## config.mk

```make
export PLATFORM = sky130hd
export DESIGN_NAME = spi_crc_master
export DESIGN_NICKNAME = d
export VERILOG_FILES = /design/src/rtl/spi_crc_pkg.sv /design/src/rtl/spi_baud_gen.sv /design/src/rtl/spi_frame_eng.sv /design/src/rtl/spi_crc_acc.sv /design/src/rtl/spi_crc_master.sv
export SDC_FILE = /design/constraint.sdc
export NUM_CORES = 1
export LEC_CHECK = 0
export ABC_AREA = 1
export BUFFER_PORTS_ARGS = -buffer_cell sky130_fd_sc_hd__buf_2
export CORE_MARGIN = 1.5
export CORE_UTILIZATION = 55
export DETAILED_ROUTE_END_ITERATION = 12
export GPL_ROUTABILITY_DRIVEN = 0
export MAX_ROUTING_LAYER = met4
export PLACE_DENSITY = 0.83
export SLEW_MARGIN = 40
export SYNTH_ARGS = -nofsm -noshare
export SYNTH_HDL_FRONTEND = slang
export SYNTH_SLANG_ARGS = --single-unit
```

## constraint.sdc

```tcl
create_clock -name clk -period 2.45 [get_ports clk]
set_input_delay 0.49 -clock clk [delete_from_list [all_inputs] [get_ports clk]]
set_output_delay 0.49 -clock clk [all_outputs]
set_load 0.005 [all_outputs]
```

## src/rtl/spi_crc_pkg.sv

```systemverilog
package spi_crc_pkg;
  localparam int unsigned DATA_W = 16;
  localparam int unsigned ADDR_W = 3;
  localparam int unsigned CODE_W = 3;

  localparam logic [ADDR_W-1:0] A_CTRL  = 3'd0;
  localparam logic [ADDR_W-1:0] A_STAT  = 3'd1;
  localparam logic [ADDR_W-1:0] A_DATA  = 3'd2;
  localparam logic [ADDR_W-1:0] A_POLY  = 3'd3;
  localparam logic [ADDR_W-1:0] A_RXCRC = 3'd4;
  localparam logic [ADDR_W-1:0] A_TXCRC = 3'd5;

  localparam logic [DATA_W-1:0] POLY_RESET = 16'h0007;

  typedef struct packed {
    logic              txie;
    logic              wide;
    logic [CODE_W-1:0] code;
    logic              en;
    logic              master;
  } ctrl_t;
endpackage

```

## src/rtl/spi_baud_gen.sv

```systemverilog
module spi_baud_gen #(
  parameter int unsigned CODE_W = 3
) (
  input  logic              clk,
  input  logic              rst,
  input  logic              run,
  input  logic [CODE_W-1:0] code,
  output logic              tick
);
  localparam int unsigned MAX_SH = (1 << CODE_W) - 1;
  localparam int unsigned CNT_W  = (MAX_SH < 1) ? 1 : MAX_SH;

  logic [CNT_W-1:0] cnt_q;
  logic [CNT_W-1:0] lim;

  // half period of SCK is 2^code system clocks
  assign lim  = CNT_W'((1 << code) - 1);
  assign tick = run && (cnt_q == lim);

  always_ff @(posedge clk) begin
    if (rst || !run || tick) cnt_q <= '0;
    else                     cnt_q <= cnt_q + 1'b1;
  end
endmodule

```

## src/rtl/spi_frame_eng.sv

```systemverilog
module spi_frame_eng #(
  parameter int unsigned DATA_W = 16
) (
  input  logic              clk,
  input  logic              rst,
  input  logic              en,
  input  logic              start,
  input  logic              wide,
  input  logic [DATA_W-1:0] tx_word,
  input  logic              tick,
  input  logic              miso,
  output logic              sck,
  output logic              mosi,
  output logic              cs_n,
  output logic              busy,
  output logic              done,
  output logic [DATA_W-1:0] rx_word,
  output logic              bit_stb,
  output logic              tx_bit,
  output logic              rx_bit
);
  localparam int unsigned HALF_W = DATA_W / 2;
  localparam int unsigned BCNT_W = $clog2(DATA_W);

  logic [DATA_W-1:0] tx_sh, rx_sh;
  logic [BCNT_W-1:0] bcnt;

  always_ff @(posedge clk) begin
    done    <= 1'b0;
    bit_stb <= 1'b0;
    if (rst || !en) begin
      sck   <= 1'b0;
      mosi  <= 1'b0;
      cs_n  <= 1'b1;
      busy  <= 1'b0;
      tx_sh <= '0;
      rx_sh <= '0;
      bcnt  <= '0;
      tx_bit <= 1'b0;
      rx_bit <= 1'b0;
      if (rst) rx_word <= '0;
    end else if (!busy) begin
      if (start) begin
        busy  <= 1'b1;
        cs_n  <= 1'b0;
        sck   <= 1'b0;
        tx_sh <= wide ? tx_word : {tx_word[HALF_W-1:0], {HALF_W{1'b0}}};
        mosi  <= wide ? tx_word[DATA_W-1] : tx_word[HALF_W-1];
        bcnt  <= wide ? BCNT_W'(DATA_W - 1) : BCNT_W'(HALF_W - 1);
      end
    end else if (tick) begin
      if (!sck) begin
        sck     <= 1'b1;
        rx_sh   <= {rx_sh[DATA_W-2:0], miso};
        bit_stb <= 1'b1;
        tx_bit  <= mosi;
        rx_bit  <= miso;
      end else begin
        sck <= 1'b0;
        if (bcnt == '0) begin
          busy    <= 1'b0;
          cs_n    <= 1'b1;
          mosi    <= 1'b0;
          done    <= 1'b1;
          rx_word <= wide ? rx_sh : {{HALF_W{1'b0}}, rx_sh[HALF_W-1:0]};
        end else begin
          bcnt  <= bcnt - 1'b1;
          tx_sh <= {tx_sh[DATA_W-2:0], 1'b0};
          mosi  <= tx_sh[DATA_W-2];
        end
      end
    end
  end
endmodule

```

## src/rtl/spi_crc_acc.sv

```systemverilog
module spi_crc_acc #(
  parameter int unsigned DATA_W = 16
) (
  input  logic              clk,
  input  logic              rst,
  input  logic              clr,
  input  logic              step,
  input  logic              bit_in,
  input  logic              wide,
  input  logic [DATA_W-1:0] poly,
  output logic [DATA_W-1:0] crc
);
  localparam int unsigned HALF_W = DATA_W / 2;

  logic              fb;
  logic [DATA_W-1:0] nxt;

  always_comb begin
    fb  = (wide ? crc[DATA_W-1] : crc[HALF_W-1]) ^ bit_in;
    nxt = {crc[DATA_W-2:0], 1'b0} ^ (fb ? poly : '0);
    if (!wide) nxt[DATA_W-1:HALF_W] = '0;
  end

  always_ff @(posedge clk) begin
    if (rst || clr) crc <= '0;
    else if (step)  crc <= nxt;
  end
endmodule

```

## src/rtl/spi_crc_master.sv

```systemverilog
module spi_crc_master
  import spi_crc_pkg::*;
(
  input  logic        clk,
  input  logic        rst,
  input  logic        wr_en,
  input  logic        rd_en,
  input  logic [2:0]  addr,
  input  logic [15:0] wdata,
  output logic [15:0] rdata,
  output logic        sck,
  output logic        mosi,
  input  logic        miso,
  output logic        cs_n,
  output logic        irq
);
  localparam int unsigned NCRC = 2;

  ctrl_t             ctrl_q;
  logic [DATA_W-1:0] txbuf_q, poly_q;
  logic              full_q, rxne_q;
  logic              start, tick, busy, done, bit_stb, tx_bit, rx_bit;
  logic [DATA_W-1:0] rx_word;
  logic [DATA_W-1:0] crc_v [NCRC];
  logic [NCRC-1:0]   crc_bits;
  logic              crc_clr;

  logic wr_ctrl, wr_data, wr_poly, rd_data;
  assign wr_ctrl = wr_en && (addr == A_CTRL);
  assign wr_data = wr_en && (addr == A_DATA);
  assign wr_poly = wr_en && (addr == A_POLY);
  assign rd_data = rd_en && (addr == A_DATA);

  assign start   = ctrl_q.en && ctrl_q.master && full_q && !busy;
  assign crc_clr = !ctrl_q.en || wr_poly;

  always_ff @(posedge clk) begin
    if (rst) begin
      ctrl_q  <= '0;
      poly_q  <= POLY_RESET;
      txbuf_q <= '0;
      full_q  <= 1'b0;
      rxne_q  <= 1'b0;
      irq     <= 1'b0;
    end else begin
      if (wr_ctrl) ctrl_q <= ctrl_t'(wdata[$bits(ctrl_t)-1:0]);
      if (wr_poly) poly_q <= wdata;
      if (wr_data) begin
        txbuf_q <= wdata;
        full_q  <= 1'b1;
      end else if (start) begin
        full_q  <= 1'b0;
      end
      if (done)         rxne_q <= 1'b1;
      else if (rd_data) rxne_q <= 1'b0;
      irq <= ctrl_q.txie && !full_q;
    end
  end

  always_ff @(posedge clk) begin
    if (rst) rdata <= '0;
    else if (rd_en) begin
      case (addr)
        A_CTRL:  rdata <= DATA_W'(ctrl_q);
        A_STAT:  rdata <= {13'd0, busy, rxne_q, !full_q};
        A_DATA:  rdata <= rx_word;
        A_POLY:  rdata <= poly_q;
        A_RXCRC: rdata <= crc_v[0];
        A_TXCRC: rdata <= crc_v[1];
        default: rdata <= '0;
      endcase
    end
  end

  spi_baud_gen #(.CODE_W(CODE_W)) baud_i (
    .clk(clk), .rst(rst), .run(busy), .code(ctrl_q.code), .tick(tick)
  );

  spi_frame_eng #(.DATA_W(DATA_W)) eng_i (
    .clk(clk), .rst(rst), .en(ctrl_q.en), .start(start), .wide(ctrl_q.wide),
    .tx_word(txbuf_q), .tick(tick), .miso(miso), .sck(sck), .mosi(mosi),
    .cs_n(cs_n), .busy(busy), .done(done), .rx_word(rx_word),
    .bit_stb(bit_stb), .tx_bit(tx_bit), .rx_bit(rx_bit)
  );

  // channel 0 follows MISO, channel 1 follows MOSI
  assign crc_bits = {tx_bit, rx_bit};

  for (genvar g = 0; g < NCRC; g++) begin : g_crc
    spi_crc_acc #(.DATA_W(DATA_W)) acc_i (
      .clk(clk), .rst(rst), .clr(crc_clr), .step(bit_stb),
      .bit_in(crc_bits[g]), .wide(ctrl_q.wide), .poly(poly_q), .crc(crc_v[g])
    );
  end
endmodule

```

==> impl_metrics.yaml <==
run_status:
  outcome: "completed"
cts:
  cts_resized: 0
  postCtsSetupBuffers: 0
  hold_buffers: 0
  clk_latency_ns: 0.43
  clock_sinks: 155
  tritoncts: "done"
  cts_made_buffers: 17
  cts_htree_levels: 4
  root_buffer: "clkbuf_16"
  cts.clk_slew.worst_paths_ns: 0.06
  clockBufferDepth: 2
timing:
  clock_skew_ns: 0.00514
  setup_tns_ns: 0
  slew_headroom_pct: 48.2
  maxSlewViolCount: 0
  setup_violations: 0
  finalHoldViolations: 0
  worst_pin_slew_ns: 0.776
  rsz0062_at_grt: "no"
  fin_crit_sh_pct: 83.3
  fmax_mhz: 490
  fin_crit_ns: 2.04
route:
  wirelength_um: 17700
  drtAntennaViolNets: 0
  via_per_inst: 5.36
  firstDrtPassIters: 5
  drc: 0
  drt_iter0_drc: 679
  wl_per_cell_um: 14.6
  num_vias: 6516
placed_design:
  io_buffer_count: 43
  hpwl_um: 12300
synth:
  netlist_area_um2: 7170
  ys_ff_latch: 155
  yosysTopAreaCellShare_pct: 38.8
  seq_area_frac_synth_pct: 45.5
  synthTopCellsByArea: "dfxtp_1, nand2_1, o21ai_0, inv_1, edfxtp_1"
  yosysTopAreaCell: "dfxtp_1"
  synthCells: 990
  ys_warn_count: 0
  synth_cell_type_count: 34
  syn_avg_cell_area_um2: 7.24
  synth.net_count: 1016
worst_setup_path:
  max_stage_delay_ns: 0.53
  r2r-start: "ctrl_q[3]"
  crit_arrival_ns: 2.37
  crit_end: "eng_i.tx_sh[0]"
  required_ns: 2.78
  start_kind: "register"
  crit_buf_inv: 0
  worst_r2r_endpoint: "eng_i.tx_sh[0]"
  critPathSlowestCell: "dfxtp_1"
  r2r_cells: 9
  end_kind: "register"
  crit_fanout: 23
  cp.depth: 9
  cp_top_family: "simple AND/OR/NAND/NOR gates"
  critPathLaunch: "ctrl_q[3]"
  crit_top_cell: "nor2_1"
  crit_chain: "nand2_1 > nand2_1 > nand3_1 > nor2_1 > nand3_4 > nand2_4 > nand3_4 > nor2_1 > nor2_1"
  path_class: "register to register"
  reg2reg_slack_ns: 0.41
layout:
  drive_gt1_share_pct: 12.4
  finish.net_count: 1057
  fin_util_pct: 64.3
  insertedDiodeCount: 0
  syn2layout_area_growth_pct: 13.7
global_routing:
  antenna_found_initial: 0
  overflow: 0
  grt_first_pass_wirelength_um: 29400
  grt_pass1_vias: 6033
  grt_max_degree: 47
  track_usage_pct: 28.8
floorplan:
  ios: 44
  fp-row-count: 41
  core_um2: 12700
  start_util_pct: 56.6
  die-area_um2: 13700
  fp.dieH_um: 117
  die_w_um: 117
min_path:
  hold_class: "primary input to register"
  holdPathStages: 3
run:
  cap_violations: 0
power:
  leakagePower_nw: 3.17
  power_density_nw_per_um2: 676
  total_power_mw: 5.51
  peakVddDrop_mv: 0.565
==> cell usage in the layout, fill, tap and decap left out, drive strengths merged <==
cell type  instances
nor2             106
bufinv             3
nand2            185
xor2              17
ha                 2
o21bai             1
or2                1
nand4             19
o21ai            120
clkbuf            20
a21oi             83
nand3             54
buf               69
a22oi             15
dfxtp            139
nor3               5
a211oi             2
o22ai             15
edfxtp            16
inv              156
clkinv             8
a31oi              1
o211ai             5
o221ai             1
clkinvlp           1
==> synth_stat cells, drive strengths merged <==
| cell type | count |
|---|---|
| a211oi | 2 |
| a21oi | 83 |
| a22oi | 15 |
| a31oi | 1 |
| buf | 19 |
| clkbuf | 28 |
| dfxtp | 139 |
| edfxtp | 16 |
| ha | 2 |
| inv | 156 |
| nand2 | 185 |
| nand3 | 54 |
| nand4 | 19 |
| nor2 | 106 |
| nor3 | 5 |
| o211ai | 5 |
| o21ai | 120 |
| o21bai | 1 |
| o221ai | 1 |
| o22ai | 15 |
| or2 | 1 |
| xor2 | 17 |
==> layout make-up <==
cell class                 instances  area [um2]
timing repair buffer              69         410
tap                              172         215
sequential                       155        3260
clock buffer                      20         437
clock inverter                    12         149
multi-input combinational        632        3090
inverter                         156         586
fill                            1089        4520
==> registers in the layout, indices dropped and copies added, names as in the netlist, 4 cells and up <==
signal           cells
g_crc.acc_i.crc     32
eng_i.rx_sh         16
eng_i.rx_word       16
poly_q              16
rdata               16
txbuf_q             16
eng_i.tx_sh         15
baud_i.cnt_q         7
ctrl_q               7
eng_i.bcnt           4
==> worst min-delay path by stage <==
stage	start	end	slack (ns)
2_1_floorplan	eng_i.done	rxne_q	0.42
3_3_place_gp	ctrl_q[6]	irq	0.44
3_5_place_dp	eng_i.cs_n	eng_i.cs_n	0.45
4_1_cts	wdata[12]	txbuf_q[12]	0.32
5_1_grt	wdata[12]	txbuf_q[12]	0.33
6_report	wdata[7]	txbuf_q[7]	0.32
==> metal layers <==
metal | part of all wire, % | track usage, % | vias up | wire length (um)
met5 | 0 | - | - | 0
met4 | 2.1 | 11.1 | 0 | 371
met3 | 8.4 | 7.47 | 40 | 1490
met2 | 45 | 43.1 | 281 | 8060
met1 | 44 | 37.5 | 2919 | 7810
li1 | - | - | 3276 | -
==> tightest hold or removal path: cells and delay by family <==
family	cells	cell delay [ns]
buf+inv	1	0.10
simple gates	2	0.12
==> where the power goes <==
part           internal (mW)  switching (mW)  leakage [nW]  total (mW)
Sequential              2.60          0.0296          1.29        2.63
Combinational         0.0776           0.168          1.59       0.246
Clock                   1.59            1.04         0.287        2.64
Total                   4.27            1.24          3.17        5.51
==> cells by family after synthesis <==
logic type / Yosys count / share of synthesized area [%]
AND/OR/NAND/NOR: 370 / 22.5
AO/OA/AOI/OAI: 243 / 18.2
buffers and inverters: 203 / 11.4
flip-flops: 155 / 45.5
XOR/XNOR: 17 / 2.08
adder cells (fa/ha/maj): 2 / 0.349
==> per-stage QoR <==
stage	cell area, um2	instances	hold slack, ns	setup WS [ns]
2_1_floorplan	7170	990	0.415	0.171
3_3_place_gp	7560	1184	0.444	0.500
3_5_place_dp	7560	1184	0.447	0.429
4_1_cts	8150	1216	0.318	0.410
5_1_grt	8150	1216	0.328	0.192
6_report	8150	1216	0.324	0.409
No activity file was read; power rests on OpenSTA's default activity.
